`src/rtl/irq_seq_pkg.sv`:
```
package irq_seq_pkg;
    localparam int ADDR_W = 13;
    localparam int DATA_W = 8;
    localparam int SP_W   = 6;
    localparam int CC_W   = 5;
    localparam int CNT_W  = 3;
    localparam int NBYTES = 5;

    typedef enum logic [2:0] {
        ST_IDLE, ST_PUSH, ST_VHI, ST_VLO, ST_POP
    } seq_st_e;

    typedef enum logic [2:0] {
        SRC_NONE, SRC_RTI, SRC_SWI, SRC_EXT, SRC_TMR
    } src_e;
endpackage

```
`src/rtl/ext_req_latch.sv`:
```
module ext_req_latch (
    input  logic clk,
    input  logic rst_n,
    input  logic req_in,
    input  logic clr,
    output logic pend
);
    typedef struct packed {
        logic prev;
        logic pend;
    } lat_t;

    lat_t l_d, l_q;

    always_comb begin
        l_d      = l_q;
        l_d.prev = req_in;
        l_d.pend = (l_q.pend & ~clr) | (req_in & ~l_q.prev);
    end

    always_ff @(posedge clk or negedge rst_n) begin
        if (!rst_n) l_q <= '0;
        else        l_q <= l_d;
    end

    assign pend = l_q.pend;
endmodule

```
`src/rtl/irq_arb.sv`:
```
module irq_arb
    import irq_seq_pkg::*;
(
    input  logic idle,
    input  logic instr_done,
    input  logic rti_op,
    input  logic swi_op,
    input  logic i_mask,
    input  logic ext_pend,
    input  logic tmr_pend,
    output src_e src
);
    always_comb begin
        src = SRC_NONE;
        if (idle && instr_done) begin
            if (rti_op)                     src = SRC_RTI;
            else if (swi_op)                src = SRC_SWI;
            else if (!i_mask && ext_pend)   src = SRC_EXT;
            else if (!i_mask && tmr_pend)   src = SRC_TMR;
        end
    end
endmodule

```
`src/rtl/irq_stack_seq.sv`:
```
module irq_stack_seq
    import irq_seq_pkg::*;
#(
    parameter logic [ADDR_W-1:0] VEC_SWI      = 13'h1FFC,
    parameter logic [ADDR_W-1:0] VEC_EXT      = 13'h1FFA,
    parameter logic [ADDR_W-1:0] VEC_TMR      = 13'h1FF8,
    parameter logic [ADDR_W-1:0] VEC_TMR_WAIT = 13'h1FF6
) (
    input  logic              clk,
    input  logic              rst_n,
    input  logic              instr_done,
    input  logic              swi_op,
    input  logic              rti_op,
    input  logic              i_mask,
    input  logic              ext_req,
    input  logic              tmr_ctl7,
    input  logic              tmr_ctl6,
    input  logic              wait_mode,
    input  logic [ADDR_W-1:0] pc_in,
    input  logic [DATA_W-1:0] x_in,
    input  logic [DATA_W-1:0] a_in,
    input  logic [CC_W-1:0]   cc_in,
    output logic [ADDR_W-1:0] mem_addr,
    output logic              mem_we,
    output logic              mem_re,
    output logic [DATA_W-1:0] mem_wdata,
    input  logic [DATA_W-1:0] mem_rdata,
    output logic              busy,
    output logic              pc_load,
    output logic [ADDR_W-1:0] pc_new,
    output logic              mask_set,
    output logic              regs_load,
    output logic [DATA_W-1:0] x_out,
    output logic [DATA_W-1:0] a_out,
    output logic [CC_W-1:0]   cc_out,
    output logic [ADDR_W-1:0] sp_addr
);
    localparam int HI_W = ADDR_W - SP_W;
    localparam int PCH_W = ADDR_W - DATA_W;
    localparam logic [HI_W-1:0]  STK_HI  = HI_W'(1);
    localparam logic [SP_W-1:0]  SP_TOP  = '1;
    localparam logic [CNT_W-1:0] LAST_IX = CNT_W'(NBYTES - 1);

    typedef struct packed {
        seq_st_e           st;
        logic [CNT_W-1:0]  cnt;
        logic [SP_W-1:0]   sp;
        logic [ADDR_W-1:0] vec;
        logic [DATA_W-1:0] b_pcl;
        logic [DATA_W-1:0] b_pch;
        logic [DATA_W-1:0] b_x;
        logic [DATA_W-1:0] b_a;
        logic [DATA_W-1:0] b_cc;
    } seq_t;

    seq_t r_d, r_q;
    src_e src;
    logic ext_pend;
    logic tmr_pend;
    logic [SP_W-1:0] sp_up;

    assign tmr_pend = tmr_ctl7 & ~tmr_ctl6;

    ext_req_latch u_ext (
        .clk    (clk),
        .rst_n  (rst_n),
        .req_in (ext_req),
        .clr    (src == SRC_EXT),
        .pend   (ext_pend)
    );

    irq_arb u_arb (
        .idle       (r_q.st == ST_IDLE),
        .instr_done (instr_done),
        .rti_op     (rti_op),
        .swi_op     (swi_op),
        .i_mask     (i_mask),
        .ext_pend   (ext_pend),
        .tmr_pend   (tmr_pend),
        .src        (src)
    );

    assign sp_up = r_q.sp + SP_W'(1);

    always_comb begin
        r_d       = r_q;
        mem_we    = 1'b0;
        mem_re    = 1'b0;
        mem_addr  = '0;
        mem_wdata = '0;
        pc_load   = 1'b0;
        pc_new    = '0;
        mask_set  = 1'b0;
        regs_load = 1'b0;
        x_out     = r_q.b_x;
        a_out     = r_q.b_a;
        cc_out    = r_q.b_cc[CC_W-1:0];

        case (r_q.st)
            ST_IDLE: begin
                if (src != SRC_NONE) begin
                    r_d.cnt   = '0;
                    r_d.b_pcl = pc_in[DATA_W-1:0];
                    r_d.b_pch = {{(DATA_W-PCH_W){1'b0}}, pc_in[ADDR_W-1:DATA_W]};
                    r_d.b_x   = x_in;
                    r_d.b_a   = a_in;
                    r_d.b_cc  = {{(DATA_W-CC_W){1'b1}}, cc_in};
                    r_d.st    = (src == SRC_RTI) ? ST_POP : ST_PUSH;
                    case (src)
                        SRC_SWI: r_d.vec = VEC_SWI;
                        SRC_EXT: r_d.vec = VEC_EXT;
                        SRC_TMR: r_d.vec = wait_mode ? VEC_TMR_WAIT : VEC_TMR;
                        default: r_d.vec = r_q.vec;
                    endcase
                end
            end
            ST_PUSH: begin
                mem_we   = 1'b1;
                mem_addr = {STK_HI, r_q.sp};
                case (r_q.cnt)
                    3'd0:    mem_wdata = r_q.b_pcl;
                    3'd1:    mem_wdata = r_q.b_pch;
                    3'd2:    mem_wdata = r_q.b_x;
                    3'd3:    mem_wdata = r_q.b_a;
                    default: mem_wdata = r_q.b_cc;
                endcase
                r_d.sp  = r_q.sp - SP_W'(1);
                r_d.cnt = r_q.cnt + CNT_W'(1);
                if (r_q.cnt == LAST_IX) r_d.st = ST_VHI;
            end
            ST_VHI: begin
                mem_re    = 1'b1;
                mem_addr  = r_q.vec;
                r_d.b_pch = mem_rdata;
                r_d.st    = ST_VLO;
            end
            ST_VLO: begin
                mem_re   = 1'b1;
                mem_addr = r_q.vec + ADDR_W'(1);
                pc_load  = 1'b1;
                pc_new   = {r_q.b_pch[PCH_W-1:0], mem_rdata};
                mask_set = 1'b1;
                r_d.st   = ST_IDLE;
            end
            ST_POP: begin
                mem_re   = 1'b1;
                mem_addr = {STK_HI, sp_up};
                r_d.sp   = sp_up;
                r_d.cnt  = r_q.cnt + CNT_W'(1);
                case (r_q.cnt)
                    3'd0: r_d.b_cc  = mem_rdata;
                    3'd1: r_d.b_a   = mem_rdata;
                    3'd2: r_d.b_x   = mem_rdata;
                    3'd3: r_d.b_pch = mem_rdata;
                    default: begin
                        pc_load   = 1'b1;
                        regs_load = 1'b1;
                        pc_new    = {r_q.b_pch[PCH_W-1:0], mem_rdata};
                        r_d.st    = ST_IDLE;
                    end
                endcase
            end
            default: r_d.st = ST_IDLE;
        endcase
    end

    always_ff @(posedge clk or negedge rst_n) begin
        if (!rst_n) begin
            r_q    <= '0;
            r_q.st <= ST_IDLE;
            r_q.sp <= SP_TOP;
        end else begin
            r_q <= r_d;
        end
    end

    assign busy    = (r_q.st != ST_IDLE);
    assign sp_addr = {STK_HI, r_q.sp};
endmodule

```
`config.mk`:
```
export PLATFORM = sky130hd
export DESIGN_NAME = irq_stack_seq
export DESIGN_NICKNAME = d
export VERILOG_FILES = /design/src/rtl/irq_seq_pkg.sv /design/src/rtl/ext_req_latch.sv /design/src/rtl/irq_arb.sv /design/src/rtl/irq_stack_seq.sv
export SDC_FILE = /design/constraint.sdc
export NUM_CORES = 1
export LEC_CHECK = 0
export BUFFER_PORTS_ARGS = -buffer_cell sky130_fd_sc_hd__buf_2
export CAP_MARGIN = 20
export CELL_PAD_IN_SITES_DETAIL_PLACEMENT = 0
export CELL_PAD_IN_SITES_GLOBAL_PLACEMENT = 1
export CORE_MARGIN = 2
export CORE_UTILIZATION = 37
export DETAILED_ROUTE_END_ITERATION = 10
export PLACE_DENSITY = 0.79
export SLEW_MARGIN = 20
export SYNTH_ARGS = -nofsm -noshare
export SYNTH_HDL_FRONTEND = slang
export SYNTH_SLANG_ARGS = --single-unit
export TNS_END_PERCENT = 10
```
`constraint.sdc`:
```
create_clock -name clk -period 2.7 [get_ports clk]
set_input_delay 0.135 -clock clk [delete_from_list [all_inputs] [get_ports clk]]
set_output_delay 0.135 -clock clk [all_outputs]
set_load 0.1 [all_outputs]
```
==> results by group <==
Die
  • Die W: 103.8 µm
  • # rows: 36
  • Die area: 10780 µm²
  • Core Box Area: 9729 µm²
  • Initial core utilization: 0.3790
  • Chip height: 103.8 µm
  • I/O pin cnt: 126

Setup path
  • Flop-to-flop setup slack: 460 ps
  • Setup crit start kind: flip-flop
  • Critical path cell sequence: inv_1 -> ha_2 -> or3_1 -> a21oi_1 -> buf_4 -> a221oi_1 -> nor2_1 -> buf_12
  • CP Data Arrival Time: 2410 ps
  • Critical R2R Launch: r_q[59]
  • Data required time at the worst endpoint: 2570 ps
  • Worst R2R Path Depth: 5
  • CP Buf/Inv Count: 3
  • RR Endpoint: r_q[26]
  • Cell family with most CP delay: simple AND/OR/NAND/NOR gates
  • WP depth: 8
  • Crit. End Element: output pin
  • Slowest stage delay, CP: 430 ps
  • CP max stage cell: dfrtp_2
  • CP Max Fanout: 11
  • WS Path Type: flip-flop to output pin

Logic synthesis
  • Syn_area_per_cell: 8.717 µm²
  • Synth area leaders: dfrtp_1, buf_4, nand2_1, dfstp_2, a22oi_1
  • Mapped cell area: 3687 µm²
  • Mapped Cells: 423
  • Synth top area share: 0.3529
  • Count leader, synth: nand2_1
  • Top post-synthesis cells by count: nand2_1, dfrtp_1, buf_4
  • Synth Flop Type: dfrtp_1
  • Number of synthesized flops with an enable pin: 0
  • FF+latch count, synth: 58
  • Synth unique cells: 51
  • Sequential area share after synthesis: 0.3957
  • Fraction of registers with async set/reset: 1.000
  • Syn. warnings: 0
  • Area leader, netlist: dfrtp_1

Global routing
  • First-pass GRT wire length: 17910 µm
  • GRT overflow: 0
  • Total Routing Usage GR: 0.2051
  • Number of global-route vias before repair: 3377
  • Antenna violations before repair: 0
  • Largest net degree at the start of global routing: 33

Worst hold path
  • Hold Startpoint: pc_in[5]
  • HP Class: input port to flip-flop
  • Hold path cells: 3
  • Min-Delay Endpoint: r_q[37]

Routing
  • Via Count: 3457
  • DRC viols: 0
  • Final WL: 10900 µm
  • Remaining antenna violation count after routing: 0
  • Drt pass-1 iters: 6
  • First-iteration detailed-routing DRC count: 290
  • WL/cell: 16.72 µm
  • Via-to-Cell Ratio: 5.302

Cells and area
  • Finished Core Util: 0.4978
  • Ant. Diodes: 0
  • Post-Layout Inst Area: 4843 µm²
  • Syn-to-layout area delta: 31.35%
  • Fillers: 965
  • Final Non-Filler Cells: 652
  • Share of cells above drive strength 1: 0.3410
  • Nets@finish: 573

Clock tree
  • Clock Tree Buf Depth: 2
  • Root Buffer: clkbuf_8
  • CTS HTree Levels: 3
  • Clk slew on worst S/H paths: 70 ps
  • Clock sink count: 58
  • TritonCTS clock tree: done
  • CTS Buf Count: 9
  • Worst skew pair latency: 330 ps

STA
  • Worst Clk Skew: 10.86 ps
  • Final period utilization: 0.9409
  • Slew headroom: 0.5627
  • Final Critical Period: 2540 ps
  • Final Setup Violations: 0
  • Fmax: 0.3936 GHz
  • Final hold viol count: 0
  • Max Slew Vio Count: 0
  • PnR worst setup slack: 159.6 ps
  • Worst-Margin Slew: 655.9 ps
  • RSZ-0062 raised after global routing: no

Outcome
  • Status: complete, no violations

Placed design
  • Dpl ws: 209.8 ps
  • Port bufs: 118
  • Routability cong.: 0.7918
  • Placed cell area: 4559 µm²
  • DP HPWL: 8280 µm
  • Post-Place Cells: 626

Job
  • Max-Cap Viols: 0
[through the flow]
step,TNS [ps],hold slack (ps)
final,0,8.411
after global placement,0,194.1
after global routing,0,0.3563
after detailed placement,0,209.7
after floorplan,-7145,-160.6
after CTS,0,0.9963
[flip-flops by register name, summed over array words and instances, names as in the netlist]
register,cells
u_ext.pend,1
x_out,8
r_q,29
cc_out,5
sp_addr,6
a_out,8
u_ext.l_q,1
[worst min-delay path, delay by kind of cell]
family	cells	cell delay, ps
AND/OR/NAND/NOR	2	90
buffers and inverters	1	80
[layer usage]
metal / wire length [µm] / share of wire / vias up / track usage
met5: 0 / 0 / - / 0
met4: 235 / 0.022 / 0 / 0.07336
met3: 550 / 0.050 / 16 / 0.03084
met2: 5228 / 0.48 / 133 / 0.3228
met1: 4884 / 0.45 / 1670 / 0.2870
li1: - / - / 1638 / -
[kinds of logic after synthesis]
| group | after synthesis | synth area share |
|---|---|---|
| other | 2 | 0.002037 |
| adders and majority gates | 7 | 0.02375 |
| AOI/OAI and AO/OA | 93 | 0.1870 |
| DFF | 58 | 0.3957 |
| muxes | 10 | 0.03054 |
| buffers and inverters | 78 | 0.1222 |
| xor gates and xnor gates | 7 | 0.01663 |
| and+or+nand+nor | 168 | 0.2223 |
[final cells by class]
type / count / area [µm²] / share of cell area
multi-input cells: 292 / 1817 / 0.3751
flip-flops and latches: 58 / 1460 / 0.3015
repair buffers: 141 / 1176 / 0.2428
well taps: 133 / 166.4 / 0.03436
clock buffers: 10 / 137.6 / 0.02842
inverters: 12 / 45.04 / 0.009300
clock inverters: 6 / 41.29 / 0.008525
[worst max-delay path by stage]
stage | from | end | slack, ps
detailed placement | r_q[59] | pc_new[6] | 210
finish | r_q[59] | mem_wdata[1] | 160
floorplan | sp_addr[1] | mem_addr[2] | -540
global placement | r_q[59] | pc_new[6] | 320
global route | r_q[59] | mem_wdata[3] | 5
CTS | r_q[59] | mem_wdata[3] | 50
[what timing repair did]
action | 4_1_cts | 5_1_grt
pin swaps | 2 | 1
setup buffers | 0 | 1
gates resized for setup | 2 | 2
hold endpoints to repair | 31 | 0
hold buffers | 9 | 0
endpoints found under the setup margin | 14 | 21
[cell usage in the layout (no fill, tap or decap), drive strengths merged, types with 3 or more instances in the layout]
master	n
xnor2	3
o21ai	11
inv	13
nor2b	5
conb	7
a221oi	11
dfrtp	52
o22ai	8
ha	7
a222oi	8
and2	19
xor2	4
clkbuf	10
a21o	3
dlygate4sd3	9
nor3	10
mux2	10
clkinvlp	3
nor2	31
dfstp	6
a22o	4
nand2b	7
a22oi	19
a21oi	14
buf	132
or3	3
a31oi	3
nand2	58
nand3	20
Power is left out: the tool's default activity adds up to more than one toggle a clock period on the data nets, which glitch-free logic cannot reach.
